$ cat config.mk
export PLATFORM = sky130hd
export DESIGN_NAME = rx_size_stats
export DESIGN_NICKNAME = d
export VERILOG_FILES = /design/src/rtl/rfs_pkg.sv /design/src/rtl/rfs_rst_sync.sv /design/src/rtl/rfs_classify.sv /design/src/rtl/rfs_counter.sv /design/src/rtl/rfs_rdmux.sv /design/src/rtl/rx_size_stats.sv
export SDC_FILE = /design/constraint.sdc
export NUM_CORES = 1
export LEC_CHECK = 0
export ABC_AREA = 1
export ABC_CLOCK_PERIOD_IN_PS = 7800
export BUFFER_PORTS_ARGS = -buffer_cell sky130_fd_sc_hd__buf_2
export CORE_MARGIN = 5
export CORE_UTILIZATION = 44
export DETAILED_ROUTE_END_ITERATION = 12
export PLACE_DENSITY = 0.68
export SYNTH_ARGS = -nofsm -noshare
export SYNTH_HDL_FRONTEND = slang
export SYNTH_SLANG_ARGS = --single-unit
$ cat constraint.sdc
create_clock -name clk -period 7.8 [get_ports clk]
set_input_delay 0 -clock clk [delete_from_list [all_inputs] [get_ports clk]]
set_output_delay 0 -clock clk [all_outputs]
set_load 0.02 [all_outputs]
$ cat src/rtl/rfs_pkg.sv
package rfs_pkg;

  // Lower bound of length bucket i: the first bucket starts above the
  // minimum frame size, later ones at successive powers of two.
  function automatic int unsigned bucket_lo(input int unsigned idx);
    return (idx == 0) ? 32'd65 : (32'd64 << idx);
  endfunction

  // Upper bound of length bucket i, inclusive.
  function automatic int unsigned bucket_hi(input int unsigned idx);
    return (32'd128 << idx) - 32'd1;
  endfunction

  typedef struct packed {
    logic crc_err;
    logic link_err;
    logic ovr_drop;
  } rfs_flags_t;

endpackage

$ cat src/rtl/rfs_rst_sync.sv
module rfs_rst_sync #(
  parameter int STAGES = 2
) (
  input  logic clk,
  input  logic arst_n,
  output logic rst_n
);
  logic [STAGES-1:0] sync_q;

  always_ff @(posedge clk or negedge arst_n) begin
    if (!arst_n) sync_q <= '0;
    else         sync_q <= {sync_q[STAGES-2:0], 1'b1};
  end

  assign rst_n = sync_q[STAGES-1];
endmodule

$ cat src/rtl/rfs_classify.sv
module rfs_classify
  import rfs_pkg::*;
#(
  parameter int LEN_W   = 16,
  parameter int NUM_BKT = 2
) (
  input  logic               clk,
  input  logic               rst_n,
  input  logic               fs_valid,
  input  logic [LEN_W-1:0]   fs_len,
  input  rfs_flags_t         fs_flags,
  output logic [NUM_BKT-1:0] bkt_hit,
  output logic               miss_hit
);
  logic good;

  always_comb begin
    good     = fs_valid && !fs_flags.crc_err && !fs_flags.link_err && !fs_flags.ovr_drop;
    miss_hit = fs_valid && fs_flags.ovr_drop;
  end

  for (genvar g = 0; g < NUM_BKT; g++) begin : g_bkt
    localparam int unsigned LO = bucket_lo(g);
    localparam int unsigned HI = bucket_hi(g);
    logic in_range;
    always_comb begin
      in_range   = (32'(fs_len) >= LO) && (32'(fs_len) <= HI);
      bkt_hit[g] = good && in_range;
    end
  end


  bkt_exclusive_chk: assert property (@(posedge clk) disable iff (!rst_n)
    $onehot0(bkt_hit));


  bkt_clean_chk: assert property (@(posedge clk) disable iff (!rst_n)
    (bkt_hit != '0) |-> (fs_valid && !fs_flags.crc_err && !fs_flags.link_err));


  drop_excluded_chk: assert property (@(posedge clk) disable iff (!rst_n)
    miss_hit |-> (bkt_hit == '0));
endmodule

$ cat src/rtl/rfs_counter.sv
module rfs_counter #(
  parameter int CNT_W = 32
) (
  input  logic             clk,
  input  logic             rst_n,
  input  logic             inc,
  input  logic             clr,
  output logic [CNT_W-1:0] cnt
);
  localparam logic [CNT_W-1:0] MAX = {CNT_W{1'b1}};
  localparam logic [CNT_W-1:0] ONE = CNT_W'(1);

  logic [CNT_W-1:0] cnt_q, cnt_d;
  logic             cnt_en;

  always_comb begin
    cnt_en = inc || clr;
    cnt_d  = cnt_q;
    if (clr)                    cnt_d = inc ? ONE : '0;
    else if (inc && cnt_q != MAX) cnt_d = cnt_q + ONE;
  end

  always_ff @(posedge clk or negedge rst_n) begin
    if (!rst_n)      cnt_q <= '0;
    else if (cnt_en) cnt_q <= cnt_d;
  end

  assign cnt = cnt_q;


  step_chk: assert property (@(posedge clk) disable iff (!rst_n)
    (inc && !clr && cnt != MAX) |=> (cnt == $past(cnt) + ONE));


  clear_chk: assert property (@(posedge clk) disable iff (!rst_n)
    (clr && !inc) |=> (cnt == '0));


  collide_chk: assert property (@(posedge clk) disable iff (!rst_n)
    (clr && inc) |=> (cnt == ONE));


  no_overflow_chk: assert property (@(posedge clk) disable iff (!rst_n)
    (!clr && cnt == MAX) |=> (cnt == MAX));


  idle_hold_chk: assert property (@(posedge clk) disable iff (!rst_n)
    (!clr && !inc) |=> $stable(cnt));
endmodule

$ cat src/rtl/rfs_rdmux.sv
module rfs_rdmux #(
  parameter int          ADDR_W   = 16,
  parameter int          DATA_W   = 32,
  parameter int          CNT_W    = 32,
  parameter int          NUM_BKT  = 2,
  parameter int unsigned BASE     = 32'h4060,
  parameter int unsigned STRIDE   = 4,
  parameter int unsigned MISS_OFF = 32'h4010,
  parameter bit          HAS_MISS = 1'b1
) (
  input  logic               clk,
  input  logic               rst_n,
  input  logic               rd_en,
  input  logic [ADDR_W-1:0]  rd_addr,
  input  logic [CNT_W-1:0]   bkt_cnt [NUM_BKT],
  input  logic [CNT_W-1:0]   miss_cnt,
  output logic [NUM_BKT-1:0] bkt_clr,
  output logic               miss_clr,
  output logic [DATA_W-1:0]  rd_data
);
  localparam logic [ADDR_W-1:0] MISS_A = ADDR_W'(MISS_OFF);

  logic [DATA_W-1:0] bkt_word [NUM_BKT];
  logic [DATA_W-1:0] rd_d, rd_q;
  logic              hit_any;

  for (genvar g = 0; g < NUM_BKT; g++) begin : g_dec
    localparam logic [ADDR_W-1:0] ADDR = ADDR_W'(BASE + STRIDE * g);
    always_comb begin
      bkt_clr[g]  = rd_en && (rd_addr == ADDR);
      bkt_word[g] = bkt_clr[g] ? DATA_W'(bkt_cnt[g]) : '0;
    end
  end

  always_comb begin
    miss_clr = HAS_MISS && rd_en && (rd_addr == MISS_A);
    rd_d     = miss_clr ? DATA_W'(miss_cnt) : '0;
    for (int i = 0; i < NUM_BKT; i++) rd_d = rd_d | bkt_word[i];
    hit_any  = miss_clr || (bkt_clr != '0);
  end

  always_ff @(posedge clk or negedge rst_n) begin
    if (!rst_n)     rd_q <= '0;
    else if (rd_en) rd_q <= rd_d;
  end

  assign rd_data = rd_q;


  unmapped_zero_chk: assert property (@(posedge clk) disable iff (!rst_n)
    (rd_en && !hit_any) |=> (rd_data == '0));


  one_clear_chk: assert property (@(posedge clk) disable iff (!rst_n)
    $onehot0({bkt_clr, miss_clr}));


  hold_data_chk: assert property (@(posedge clk) disable iff (!rst_n)
    !rd_en |=> $stable(rd_data));
endmodule

$ cat src/rtl/rx_size_stats.sv
module rx_size_stats
  import rfs_pkg::*;
#(
  parameter int          LEN_W    = 16,
  parameter int          ADDR_W   = 16,
  parameter int          DATA_W   = 32,
  parameter int          CNT_W    = 32,
  parameter int          NUM_BKT  = 2,
  parameter int unsigned BASE     = 32'h4060,
  parameter int unsigned MISS_OFF = 32'h4010,
  parameter bit          HAS_MISS = 1'b1
) (
  input  logic              clk,
  input  logic              arst_n,
  input  logic              fs_valid,
  input  logic [LEN_W-1:0]  fs_len,
  input  logic              fs_crc_err,
  input  logic              fs_link_err,
  input  logic              fs_ovr_drop,
  input  logic              rd_en,
  input  logic [ADDR_W-1:0] rd_addr,
  output logic [DATA_W-1:0] rd_data
);
  localparam int unsigned STRIDE = DATA_W / 8;

  logic               rst_n;
  rfs_flags_t         flags;
  logic [NUM_BKT-1:0] bkt_hit, bkt_clr;
  logic               miss_hit, miss_clr;
  logic [CNT_W-1:0]   bkt_cnt [NUM_BKT];
  logic [CNT_W-1:0]   miss_cnt;

  assign flags = '{crc_err: fs_crc_err, link_err: fs_link_err, ovr_drop: fs_ovr_drop};

  rfs_rst_sync #(.STAGES(2)) u_rst (
    .clk(clk), .arst_n(arst_n), .rst_n(rst_n)
  );

  rfs_classify #(.LEN_W(LEN_W), .NUM_BKT(NUM_BKT)) u_cls (
    .clk(clk), .rst_n(rst_n), .fs_valid(fs_valid), .fs_len(fs_len),
    .fs_flags(flags), .bkt_hit(bkt_hit), .miss_hit(miss_hit)
  );

  for (genvar g = 0; g < NUM_BKT; g++) begin : g_cnt
    rfs_counter #(.CNT_W(CNT_W)) u_ctr (
      .clk(clk), .rst_n(rst_n), .inc(bkt_hit[g]), .clr(bkt_clr[g]),
      .cnt(bkt_cnt[g])
    );
  end

  if (HAS_MISS) begin : g_miss
    rfs_counter #(.CNT_W(CNT_W)) u_ctr (
      .clk(clk), .rst_n(rst_n), .inc(miss_hit), .clr(miss_clr),
      .cnt(miss_cnt)
    );
  end else begin : g_nomiss
    assign miss_cnt = '0;
  end

  rfs_rdmux #(
    .ADDR_W(ADDR_W), .DATA_W(DATA_W), .CNT_W(CNT_W), .NUM_BKT(NUM_BKT),
    .BASE(BASE), .STRIDE(STRIDE), .MISS_OFF(MISS_OFF), .HAS_MISS(HAS_MISS)
  ) u_rd (
    .clk(clk), .rst_n(rst_n), .rd_en(rd_en), .rd_addr(rd_addr),
    .bkt_cnt(bkt_cnt), .miss_cnt(miss_cnt), .bkt_clr(bkt_clr),
    .miss_clr(miss_clr), .rd_data(rd_data)
  );
endmodule

==> run summary <==
Status - completed
Power density cells - 166 nW/µm²
Antenna Violating Nets Remaining - 0
Synthesized area per cell - 6.39 µm²
Vias per cell - 5.16
Share of flip-flops with an asynchronous set or reset - 100%
Period minus WS final - 2.87 ns
Die H - 151 µm
Critical path type - flip-flop to flip-flop
Number of library cell types mapped by synthesis - 33
WHS Path Cells - 5
# nets final - 1469
DP Worst Slack - 4.95 ns
WL/cell - 15.4 µm
Drt pass-1 iters - 5
Switching portion of total power - 23.6%
First-pass GRT wire length - 42900 µm
Reg2reg path depth - 10
H-tree depth - 4
Worst slew pin tran - 1.07 ns
Crit-path max FO - 48
Final wirelength - 26300 µm
P_int - 0.00125 W
Register share of total power - 43.7%
GRT overflow - 0
Synth Flop Type - dfrtp_1
Yosys reg bits - 130
Slew margin rel. - 28.3%
Max Freq - 349 MHz
Initial core utilization - 44.8%
Core footprint - 19500 µm²
Worst path max stage delay - 0.78 ns
Largest net degree at the start of global routing - 78
DP HPWL - 19500 µm
CTS clk-pin slew, worst paths - 0.06 ns
Worst vdd ir - 153 µV
GRT Total Usage - 24.1%
Min-delay worst type - input port to flip-flop
Setup Skew - 0.00931 ns
CP endpoint - g_cnt[1].u_ctr.cnt[9]$_DFFE_PN0P_
Layout area overhead - 12.8%
Std cell rows - 51
Most frequent cells in the layout - nand2_1, nor2_1, nand3_1
Type of origin of the critical path - flip-flop
Via count - 8794
Post-synth EDFFs - 0
Clock Tree Root - clkbuf_16
Worst r2r src - g_cnt[1].u_ctr.cnt[0]$_DFFE_PN0P_
Data arrival, critical path - 3.18 ns
Final instance area - 9880 µm²
Crit-path cells - ha_1 -> inv_1 -> nor2_4 -> nand2_2 -> nor2_4 -> a21oi_2 -> nor2_4 -> inv_1 -> nand2_1 -> nand2_1
Fill cell count - 2015
Crit share post-route - 36.8%
Most used routing layer - met2
Setup violators final - 0
Reg area - 3260 µm²
Final setup TNS - 0 ns
IO Port Bufs - 70
Worst Setup End Kind - flip-flop
CTS tree - yes
Drc violations - 0
Buf/Inv on CP - 2
RR Endpoint - g_cnt[1].u_ctr.cnt[9]$_DFFE_PN0P_
# resized after CTS - 0
Share of layout cells above drive strength 1 - 10.1%
Post-Syn Instances - 1371
Commonest non-fill, non-tap cell in the layout - nand2_1
Most Frequent Cell on Critical Path - nor2_4
DP Area - 9240 µm²
CTS buffer count - 17
Worst Setup SP - g_cnt[1].u_ctr.cnt[0]$_DFFE_PN0P_
DIE AREA - 22800 µm²
GR Util met3 - 6.46%
Top delay family on crit path - simple AND/OR/NAND/NOR gates
Multi-input logic area - 4800 µm²
Initial DRC count - 741
Routing usage on met1 - 32.6%
Worst path required time - 8.12 ns
Part of the power in combinational logic - 4.8%
Post-synthesis sequential area ratio - 37.2%
Switching power - 0.000387 W
Mapped Area - 8750 µm²
Slew Limit Fails - 0
Synthesized Nets - 1413
Max-cap check violation count - 0
YS warnings - 0
Power Total - 0.00164 W
Clock power frac - 51.6%
TritonCTS Sinks - 130
Num ports - 71
Number of global-route vias before repair - 8277
FF-to-FF setup slack - 4.93 ns
Initial antenna violation count - 0
Worst skew pair latency - 0.43 ns
Chip width - 151 µm
Fin. Hold Viols - 0
Setup WS post-layout - 4.93 ns
Slowest-stage cell, CP - nor2_4
Leakage - 4.83 nW
CP Depth - 10
GR Util met2 - 37.5%
# diodes - 0
RSZ-0062 raised after global routing - no
CTS Buffer Depth - 2
RePlAce Congestion - 0.952
==> layout make-up <==
class | instances | share of cell area (%)
Tap cell | 265 | 3.36
Timing Repair Buffer | 76 | 4.05
Clock buffer | 24 | 4.98
Clock inverter | 8 | 1.25
Sequential cell | 130 | 33.0
Inverter | 123 | 4.73
Multi-Input combinational cell | 1079 | 48.7
==> worst reg2reg max path: stages, from the launching register on <==
cell,delay [ns]
dfrtp_1,0.47
ha_1,0.29
inv_1,0.11
nor2_4,0.17
nand2_2,0.12
nor2_4,0.15
a21oi_2,0.18
nor2_4,0.78
inv_1,0.30
nand2_1,0.14
nand2_1,0.05
==> registers in the layout, indices dropped and copies added (netlist names) <==
name and flops:
g_cnt.u_ctr.cnt 64, u_rd.rd_data 32, u_rst.sync_q 2, g_miss.u_ctr.cnt 32
==> synth_stat cells, types with 6 or more instances <==
cell	count	area [µm²]
nand3b_1	11	82.6
nand2_1	564	2120
xor2_1	20	175
inv_1	120	450
nand4_1	41	257
nor2_4	6	67.6
buf_2	10	50.1
dfrtp_1	130	3250
nor2_1	216	811
o21ai_2	15	131
xnor2_1	13	114
clkbuf_1	15	56.3
nand3_1	148	741
buf_6	7	78.8
o21ai_0	15	75.1
==> power groups by stage <==
stage	registers [W]	logic [W]	clock network, W
after floorplan	0.000725	0.0000509	0
after global placement	0.000727	0.0000753	0
after detailed placement	0.000728	0.0000773	0
after CTS	0.000717	0.0000791	0.000852
after global routing	0.000720	0.0000887	0.000886
final	0.000717	0.0000782	0.000846
==> per-stage QoR <==
stage	hold WS, ns	utilization, %	instances
after floorplan	-0.296	-	1371
after global placement	-0.213	47.3	1671
after detailed placement	-0.214	47.3	1671
after CTS	0.0409	50.6	1705
after global routing	0.108	50.6	1705
final	0.0410	50.6	1705
==> worst min path at each step <==
| stage | slack [ns] | startpoint | to |
|---|---|---|---|
| 2_1_floorplan | -0.30 | arst_n | u_rst.sync_q[0]$_DFF_PN0_ |
| 3_3_place_gp | -0.21 | arst_n | u_rst.sync_q[0]$_DFF_PN0_ |
| 3_5_place_dp | -0.21 | arst_n | u_rst.sync_q[0]$_DFF_PN0_ |
| 4_1_cts | 0.04 | fs_ovr_drop | g_miss.u_ctr.cnt[0]$_DFFE_PN0P_ |
| 5_1_grt | 0.11 | rd_addr[10] | g_miss.u_ctr.cnt[4]$_DFFE_PN0P_ |
| 6_report | 0.04 | fs_ovr_drop | g_miss.u_ctr.cnt[0]$_DFFE_PN0P_ |
==> routing by layer <==
metal  part of all wire [%]  vias up
met3                    7.0       51
met1                     45     4073
met4                    2.7        0
met5                      0        -
met2                     45      258
li1                       -     4412
==> cell families (layout without fill, tap and decap cells) <==
kind of cell	after synthesis	after routing	share of synthesized area (%)
AND/OR/NAND/NOR	1005	1005	48.2
buffers and inverters	162	231	7.96
flip-flops	130	130	37.2
AO/OA/AOI/OAI	37	37	2.87
XOR/XNOR	33	33	3.30
adder cells (fa/ha/maj)	3	3	0.429
other	1	1	0.0428
==> what timing repair did <==
item / 4_1_cts / 5_1_grt
setup buffers: 0 / 0
hold buffers: 2 / 0
setup endpoints to repair: 0 / 0
hold endpoints to repair: 2 / 0
Note: power is estimated with default switching activity, not from simulation.
